$ cat config.mk
export PLATFORM = sky130hd
export DESIGN_NAME = wr_strobe_guard
export DESIGN_NICKNAME = d
export VERILOG_FILES = /design/src/rtl/wsg_pkg.sv /design/src/rtl/wsg_sync.sv /design/src/rtl/wsg_holdoff.sv /design/src/rtl/wsg_filter.sv /design/src/rtl/wr_strobe_guard.sv
export SDC_FILE = /design/constraint.sdc
export NUM_CORES = 1
export LEC_CHECK = 0
export ABC_AREA = 1
export BUFFER_PORTS_ARGS = -buffer_cell sky130_fd_sc_hd__buf_2
export CORE_ASPECT_RATIO = 0.6
export CORE_MARGIN = 2
export CORE_UTILIZATION = 45
export DETAILED_ROUTE_END_ITERATION = 8
export GPL_ROUTABILITY_DRIVEN = 1
export PLACE_DENSITY = 0.67
export SYNTH_ARGS = -nofsm -noshare
export SYNTH_HDL_FRONTEND = slang
export SYNTH_HIERARCHICAL = 1
export SYNTH_SLANG_ARGS = --single-unit
$ cat constraint.sdc
create_clock -name clk -period 1.6 [get_ports clk]
set_clock_uncertainty 0.05 [all_clocks]
set_input_delay 0.32 -clock clk [delete_from_list [all_inputs] [get_ports clk]]
set_output_delay 0.32 -clock clk [all_outputs]
set_load 0.03 [all_outputs]
$ cat src/rtl/wsg_pkg.sv
package wsg_pkg;

    // Synchronized control inputs; enables are active low
    typedef struct packed {
        logic pwr;
        logic oe_n;
        logic ce_n;
        logic we_n;
    } ctl_t;

    localparam int CTL_W = 4;

    // Reset image: supply low, all enables released
    localparam ctl_t CTL_RST = '{pwr: 1'b0, oe_n: 1'b1, ce_n: 1'b1, we_n: 1'b1};

endpackage

$ cat src/rtl/wsg_sync.sv
module wsg_sync #(
    parameter int              W       = 8,
    parameter logic [W-1:0]    RST_VAL = '0
) (
    input  logic         clk,
    input  logic         rst_n,
    input  logic [W-1:0] d,
    output logic [W-1:0] q
);

    typedef struct packed {
        logic [W-1:0] s1;
        logic [W-1:0] s2;
    } sync_t;

    sync_t r_d, r_q;

    always_comb begin
        r_d    = r_q;
        r_d.s1 = d;
        r_d.s2 = r_q.s1;
    end

    always_ff @(posedge clk or negedge rst_n) begin
        if (!rst_n) begin
            r_q <= '{s1: RST_VAL, s2: RST_VAL};
        end else begin
            r_q <= r_d;
        end
    end

    assign q = r_q.s2;

endmodule

$ cat src/rtl/wsg_holdoff.sv
module wsg_holdoff #(
    parameter int HOLD_CYC = 500000
) (
    input  logic clk,
    input  logic rst_n,
    input  logic pwr_s,
    output logic write_ok
);

    localparam int HW = (HOLD_CYC < 1) ? 1 : $clog2(HOLD_CYC + 1);
    localparam logic [HW-1:0] HLIM = HW'(HOLD_CYC);

    typedef struct packed {
        logic [HW-1:0] cnt;
        logic          ready;
    } hold_t;

    hold_t h_d, h_q;

    always_comb begin
        h_d = h_q;
        if (!pwr_s) begin
            h_d.cnt   = '0;
            h_d.ready = 1'b0;
        end else begin
            if (h_q.cnt != HLIM) begin
                h_d.cnt = h_q.cnt + 1'b1;
            end
            h_d.ready = (h_q.cnt == HLIM);
        end
    end

    always_ff @(posedge clk or negedge rst_n) begin
        if (!rst_n) begin
            h_q <= '0;
        end else begin
            h_q <= h_d;
        end
    end

    assign write_ok = h_q.ready;

    // supply loss removes write permission on the next cycle
    p_drop_clears_r1: assert property (@(posedge clk) disable iff (!rst_n)
        !pwr_s |=> !write_ok);

    // permission only appears once the full holdoff has been counted
    p_ready_after_hold_r2: assert property (@(posedge clk) disable iff (!rst_n)
        $rose(write_ok) |-> ($past(h_q.cnt) == HLIM) && $past(pwr_s));

endmodule

$ cat src/rtl/wsg_filter.sv
module wsg_filter
    import wsg_pkg::*;
#(
    parameter int AW       = 17,
    parameter int DW       = 16,
    parameter int FILT_CYC = 2
) (
    input  logic          clk,
    input  logic          rst_n,
    input  ctl_t          ctl,
    input  logic [AW-1:0] addr_s,
    input  logic [DW-1:0] data_s,
    input  logic          write_ok,
    output logic          strobe,
    output logic [AW-1:0] st_addr,
    output logic [DW-1:0] st_data
);

    localparam int FL = (FILT_CYC < 1) ? 1 : FILT_CYC;
    localparam int CW = $clog2(FL + 1);
    localparam logic [CW-1:0] FLIM = CW'(FL);

    typedef struct packed {
        logic          in_pulse;
        logic [CW-1:0] cnt;
        logic          taint;
        logic [AW-1:0] addr;
        logic [DW-1:0] data;
        logic          strobe;
        logic [AW-1:0] out_addr;
        logic [DW-1:0] out_data;
    } filt_t;

    filt_t f_d, f_q;
    logic  joint_low;
    logic  ends_now;
    logic  qualified;

    // Both enables low defines the pulse; output-enable is judged separately
    assign joint_low = !ctl.ce_n && !ctl.we_n;
    assign ends_now  = f_q.in_pulse && !joint_low;
    assign qualified = ends_now && !f_q.taint && ctl.oe_n && write_ok
                       && (f_q.cnt >= FLIM);

    always_comb begin
        f_d        = f_q;
        f_d.strobe = 1'b0;
        if (joint_low) begin
            f_d.in_pulse = 1'b1;
            f_d.data     = data_s;
            if (!f_q.in_pulse) begin
                f_d.cnt   = CW'(1);
                f_d.addr  = addr_s;
                f_d.taint = !ctl.oe_n || !write_ok;
            end else begin
                if (f_q.cnt != FLIM) begin
                    f_d.cnt = f_q.cnt + 1'b1;
                end
                f_d.taint = f_q.taint || !ctl.oe_n || !write_ok;
            end
        end else begin
            f_d.in_pulse = 1'b0;
            f_d.cnt      = '0;
            f_d.taint    = 1'b0;
            if (qualified) begin
                f_d.strobe   = 1'b1;
                f_d.out_addr = f_q.addr;
                f_d.out_data = f_q.data;
            end
        end
    end

    always_ff @(posedge clk or negedge rst_n) begin
        if (!rst_n) begin
            f_q <= '0;
        end else begin
            f_q <= f_d;
        end
    end

    assign strobe  = f_q.strobe;
    assign st_addr = f_q.out_addr;
    assign st_data = f_q.out_data;

    p_single_cycle_r7: assert property (@(posedge clk) disable iff (!rst_n)
        strobe |=> !strobe);

    p_after_end_r7: assert property (@(posedge clk) disable iff (!rst_n)
        strobe |-> $past(f_q.in_pulse) && !$past(joint_low));

    p_min_width_r4: assert property (@(posedge clk) disable iff (!rst_n)
        strobe |-> ($past(f_q.cnt) >= FLIM));

    p_oe_high_r3: assert property (@(posedge clk) disable iff (!rst_n)
        strobe |-> $past(ctl.oe_n));

    p_permitted_r1: assert property (@(posedge clk) disable iff (!rst_n)
        strobe |-> $past(write_ok));

endmodule

$ cat src/rtl/wr_strobe_guard.sv
module wr_strobe_guard
    import wsg_pkg::*;
#(
    parameter int AW       = 17,
    parameter int DW       = 16,
    parameter int HOLD_CYC = 500000,
    parameter int FILT_CYC = 2
) (
    input  logic          clk,
    input  logic          rst_n,
    input  logic          ce_n,
    input  logic          we_n,
    input  logic          oe_n,
    input  logic          pwr_good,
    input  logic [AW-1:0] addr,
    input  logic [DW-1:0] data,
    output logic          wr_valid,
    output logic [AW-1:0] wr_addr,
    output logic [DW-1:0] wr_data
);

    localparam int SW = CTL_W + AW + DW;
    localparam logic [SW-1:0] SRST = {CTL_RST, {(AW + DW){1'b0}}};

    logic [SW-1:0] raw_bus;
    logic [SW-1:0] sync_bus;
    ctl_t          ctl_s;
    logic [AW-1:0] addr_s;
    logic [DW-1:0] data_s;
    logic          write_ok;

    assign raw_bus = {pwr_good, oe_n, ce_n, we_n, addr, data};

    wsg_sync #(
        .W       (SW),
        .RST_VAL (SRST)
    ) u_sync (
        .clk   (clk),
        .rst_n (rst_n),
        .d     (raw_bus),
        .q     (sync_bus)
    );

    assign ctl_s  = sync_bus[SW-1 -: CTL_W];
    assign addr_s = sync_bus[DW +: AW];
    assign data_s = sync_bus[DW-1:0];

    wsg_holdoff #(
        .HOLD_CYC (HOLD_CYC)
    ) u_hold (
        .clk      (clk),
        .rst_n    (rst_n),
        .pwr_s    (ctl_s.pwr),
        .write_ok (write_ok)
    );

    wsg_filter #(
        .AW       (AW),
        .DW       (DW),
        .FILT_CYC (FILT_CYC)
    ) u_filt (
        .clk      (clk),
        .rst_n    (rst_n),
        .ctl      (ctl_s),
        .addr_s   (addr_s),
        .data_s   (data_s),
        .write_ok (write_ok),
        .strobe   (wr_valid),
        .st_addr  (wr_addr),
        .st_data  (wr_data)
    );

    // outputs captured for a write stay put until the next qualified write
    p_hold_outputs_r5: assert property (@(posedge clk) disable iff (!rst_n)
        !wr_valid |-> $stable(wr_addr) && $stable(wr_data));

endmodule

Yosys cells after proc, flatten, opt, wreduce, memory -nomap -nowiden
Index checks and enable logic that the tools add are counted.
Widths: inputs -> output; s select.
{"block": "totals", "ff_bits": 165, "in_bits": 39, "output_inout_bits": 34, "word_cells": 46}
{"block": "op_classes", "n_addsub": 2, "magnitude_cmp": 1, "eq_ne": 5, "mux": 7, "bitwise": 2, "n_reduce_logical": 17}
{"cell": "$mux 34", "count": 2}
{"cell": "$mux 20", "count": 1}
{"cell": "$add 19x1->19 const B", "count": 1}
{"cell": "$eq 19x19->1 const B", "count": 1}
{"cell": "$mux 19", "count": 1}
{"cell": "$ne 19x19->1 const B", "count": 1}
{"cell": "$logic_and 1x1->1", "count": 6}
{"cell": "$logic_not 1->1", "count": 6}
{"cell": "$mux 4", "count": 1}
{"cell": "$reduce_and 2->1", "count": 2}
{"cell": "$logic_or 1x1->1", "count": 3}
{"cell": "$mux 3", "count": 1}
{"cell": "$ne 3x3->1 const B", "count": 1}
{"cell": "$add 2x1->2 const B", "count": 1}
{"cell": "$ge 2x2->1 const B", "count": 1}
{"cell": "$mux 2", "count": 1}
{"cell": "$ne 2x1->1 const B", "count": 1}
{"cell": "$ne 2x2->1 const B", "count": 1}
{"cell": "$not 1->1", "count": 2}

Longest topological paths before layout
{"block": "logic_depth", "ltp_word": 10, "mapped_depth": 9, "ltp_nobuf": 9}

Modules after synthesis
The synthesis kept the hierarchy.
{"mod": "wsg_filter", "n_inst": 1, "cells_each": 342, "area_each_um2": 3089.2, "seq_area_each_um2": 1776.7}
{"mod": "wsg_sync", "n_inst": 1, "cells_each": 74, "area_each_um2": 1859.3, "seq_area_each_um2": 1859.3}
{"mod": "wsg_holdoff", "n_inst": 1, "cells_each": 178, "area_each_um2": 1241.2, "seq_area_each_um2": 500.5}

Least setup slack after synthesis
Ideal clock, no wire load.
{"block": "synth_timing", "path_type": "flip-flop to flip-flop", "start": "register u_hold/h_q[1] (netlist name)", "end": "register u_hold/h_q[15] (netlist name)", "setup_time_ns": 0.117, "arrival_ns": 1.192, "t_required_ns": 1.433, "setup_slack_ns": 0.241, "path_stages_with_launch": 9, "path_buffers": 0, "synth_period_minus_slack_ns": 1.359, "cell_sequence": "dfrtp_1 -> ha_1 -> nand3_2 -> nor2_4 -> nand2_2 -> inv_2 -> nand2_2 -> nor2_1 -> nor2_1"}
{"block": "synth_between", "elab_chain_len": 3, "word_cells_on_any_way": 5}
{"item": "start: declaration", "line": "wsg_holdoff.sv:18", "text": "hold_t h_d, h_q;"}
{"item": "start signal: assignment", "line": "wsg_holdoff.sv:35", "text": "h_q <= '0;"}
{"item": "start signal: assignment", "line": "wsg_holdoff.sv:37", "text": "h_q <= h_d;"}
{"item": "$add 19x1->19", "line": "wsg_holdoff.sv:27", "text": "h_d.cnt = h_q.cnt + 1'b1;"}
{"item": "$mux 19", "line": "wsg_holdoff.sv:26", "text": "if (h_q.cnt != HLIM) begin"}
{"item": "$mux 20", "line": "wsg_holdoff.sv:22", "text": "if (!pwr_s) begin"}
Several ways; a longest one is shown, not always the timed one. The select of a mux whose other input is x is not followed.
A chain may end at the register's enable or synchronous reset.

Worst setup path in the final report
{"block": "layout_timing", "start": "register u_filt/f_q[69] (netlist name)", "end": "register u_filt.f_q (netlist bit u_filt/st_addr[12])"}
{"block": "layout_between", "elab_chain_len": 3}
{"item": "start: declaration", "line": "wsg_filter.sv:34", "text": "filt_t f_d, f_q;"}
{"item": "start signal: assignment", "line": "wsg_filter.sv:75", "text": "f_q <= '0;"}
{"item": "start signal: assignment", "line": "wsg_filter.sv:77", "text": "f_q <= f_d;"}
{"item": "$ge 2x2->1", "line": "wsg_filter.sv:43", "text": "&& (f_q.cnt >= FLIM);"}
{"item": "$logic_and 1x1->1", "line": "wsg_filter.sv:43"}
{"item": "$reduce_and 2->1 (no line)"}
Every way passes these cells.

==> implementation parameters <==
Parameter                              Value

Logic synthesis
  Synth unique cells    29
  Yosys synthesis warning count    6
  Synthesized area per cell    between 10 and 15 µm²
  Gate Count Post-Synth    about 590
  Sequential-to-total area share from yosys stat    about 67%
  Post-synthesis instance area    between 6000 and 7000 µm²
  Yosys reg bits    between 150 and 200
  Syn Nets    around 640

Finish
  Area growth from synthesis to final layout    22.7%
  Final net count    about 730
  Most used cells in the layout excluding fill and tap cells    nand2_1, dfrtp_1, buf_2
  Area used by multi-input combinational logic    about 1600 µm²
  Storage cell area    around 4100 µm²
  Final design instance area without fill    roughly 7600 µm²
  Core occupancy in the finished layout    56.1%
  Number of inserted filler cells in the final layout    1,147
  Non-Filler Instances    roughly 880
  Layout cell share with drive strength beyond 1    between 20% and 30%
  Most common library cell in the layout ignoring fill and taps    nand2_1
  Antenna cells    0

STA
  Number of setup violations in the final report    0
  Transition at the pin with the smallest max-transition slack    0.349 ns
  Max-slew headroom    roughly three quarters
  Period utilization    between 90% and 100%
  Final Hold Fails    0
  Achievable Freq    ~640 MHz
  Final-report max-slew violation count    0
  Post-layout minimum cycle time    between 1.5 and 2 ns

CTS
  Root cell of the clock tree    clkbuf_16
  CTS Buf Count    17
  Clock-pin slew on the worst setup and hold paths    0.06 ns
  Sinks on Clock Net    roughly 170
  Buffer levels on the longest clock path    2
  Clock latency reported for the late side of the worst-skew pair    0.42 ns
  CTS H-tree depth    4
  Clock tree from TritonCTS    built

Pwr
  Power per cell area    approximately 1200 nW/µm²
  Int Pwr    between 6000 and 7000 µW
  Logic pwr share    5.0%
  Total power after layout    9030 µW
  Maximum ir drop on the vdd rail    around 0.00071 V
  Sw Share    approximately 22%
  Clk network pwr share    about 45%
  Part of the power in registers    between 50% and 60%
  P_sw    ~2000 µW
  Leakage power total    about 0.0039 µW

Placement
  Post-DP HPWL    about 8.0 mm
  Placed Instances    805
  Count of port buffers added during placement    72
  Final weighted congestion of routability-driven global placement    roughly 0.86
  DP Area    approximately 6500 µm²

Global route
  Maximum number of pins on one net before global-route repair    54
  GRT Util Overall    18.1%
  Vias in the first global route    4,170
  Global-route track usage on met1    approximately a quarter
  GR peak layer    met2
  M3 GR Usage    under 10%
  Met2 routing resource usage after global routing    between 20% and 30%
  Total grt overflow    0
  Antenna violations before repair    0
  Global-route wire length before repair    between 20 and 25 mm

Critical path
  Max FO, Critical Path    20
  Required @ worst endpoint    between 1.5 and 2 ns
  Critical path data arrival time    1.82 ns
  Critical path type    flop to flop
  Crit path capture type    flop
  Crit path launch type    flop

Detailed routing
  Count of nets left with antenna violations after detail routing    0
  Vias per inst    4.75
  Total vias in the final route    ~4.2k
  Number of iterations in the first detailed-routing pass    5
  Average wire per standard cell    approximately 14 µm
  Number of DRC violations after detailed routing    0
  Total length of routed wires    between 10 and 15 mm
  Initial DRC count    ~270

Die
  Total Die Area    about 15,000 µm²
  Initial standard-cell utilization of the core    roughly 46%
  Die boundary width    between 150 and 200 µm
  Core outline area    13,500 µm²
  Die Y-Extent    94.8 µm
  Total I/O pin count    73
  Core Rows    33

Hold path
  Class of the most critical hold timing path    input pin to asynchronous set/reset pin

Run status
  Run status    finished, final reports clean

Flow run
  Maxcap violations    0
==> cell type report <==
cell class	instances	area share, %
Inverter	29	1.43
Clock buffer	19	5.96
Tap cell	175	2.88
Clock inverter	12	1.89
Multi-Input combinational cell	349	20.9
Sequential cell	165	54.5
Timing Repair Buffer	130	12.5
==> synthesized netlist by cell type <==
cell      count  area, µm²
buf_1         1       3.75
clkbuf_8      1       13.8
nand2_1     195        732
o21ai_0       6       30.0
nand2_2       5       31.3
nor3_1        5       25.0
nor3_4        1       16.3
nor2_2        1       6.26
buf_4        40        300
clkbuf_1      1       3.75
dfstp_2       6        158
a21oi_1       7       35.0
inv_1        25       93.8
nor3b_1       1       7.51
nand3_2       2       20.0
buf_6         4       45.0
xor2_1        3       26.3
nor2_1       42        158
buf_2         4       20.0
nand4_1       7       43.8
nand2_4       1       11.3
inv_2         4       15.0
ha_1          3       37.5
and3_1        1       6.26
nor2_4        4       45.0
dfrtp_1     159       3980
nand3_1      61        305
nor4_1        1       6.26
o21ai_1       3       15.0
==> sequential cells by signal (all words and copies together) (netlist names) <==
name	flops
u_filt/f_q	37
u_sync/q	37
u_sync/r_d	37
u_hold/h_q	19
u_filt/st_addr	17
u_filt/st_data	16
u_filt/strobe	1
u_hold/write_ok	1
==> what timing repair did <==
action,in CTS,in global routing
hold buffers,38,0
gates resized for setup,0,6
buffers inserted,2,3
hold endpoints to repair,61,0
endpoints found under the setup margin,34,32
pin swaps,1,3
==> cell families (layout without fill, tap and decap cells) <==
group	Yosys count	after routing	share of synthesized area [%]
AOI/OAI and AO/OA	16	16	1.29
xor gates and xnor gates	3	3	0.425
adders and majority gates	3	3	0.606
buffers and inverters	80	190	8.00
DFF	165	165	66.8
and+or+nand+nor	327	327	22.8
==> final timing paths <==
check	start	end	slack, ns	depth (start not counted)
worst max-delay path	u_filt/f_q[69]	u_filt/st_addr[12]	0.04	7
worst min-delay path	rst_n	u_filt/f_q[35]	0.29	2
worst max register to register	u_filt/f_q[69]	u_filt/st_addr[12]	0.04	7
worst min register to register	u_sync/r_d[3]	u_sync/q[3]	0.29	0
max in group asynchronous	rst_n	u_sync/q[35]	0.60	3
min in group clk	u_sync/r_d[3]	u_sync/q[3]	0.29	0
==> worst max-delay path: stages (launching register included) <==
cell and delay [ns]:
dfrtp_1 0.43, ha_1 0.26, nor2_2 0.17, nor2_4 0.06
buf_4 0.15, buf_12 0.15, nand3_1 0.11, nand2_1 0.07
==> power groups by stage <==
stage          combinational (µW)  sequential (µW)  clock (µW)
2_1_floorplan                 183             4550           0
3_3_place_gp                  358             4580           0
3_5_place_dp                  373             4590           0
4_1_cts                       448             4520        4150
5_1_grt                       521             4540        4350
6_report                      456             4520        4060
==> layer usage <==
| layer | up-vias | part of all wire [%] |
|---|---|---|
| met5 | - | 0 |
| met1 | 2011 | 48 |
| met2 | 121 | 44 |
| met4 | 0 | 1.0 |
| li1 | 2033 | - |
| met3 | 13 | 6.5 |
==> per-stage QoR <==
stage          hold WS (ns)  setup slack, ns  TNS [ns]
6_report              0.294           0.0381         0
4_1_cts               0.293           0.0390         0
3_5_place_dp          0.172           -0.208     -5.46
2_1_floorplan       -0.0256            0.241         0
5_1_grt               0.304          -0.0133   -0.0358
3_3_place_gp          0.166          -0.0987     -2.64
(Power assumes the default switching activity.)
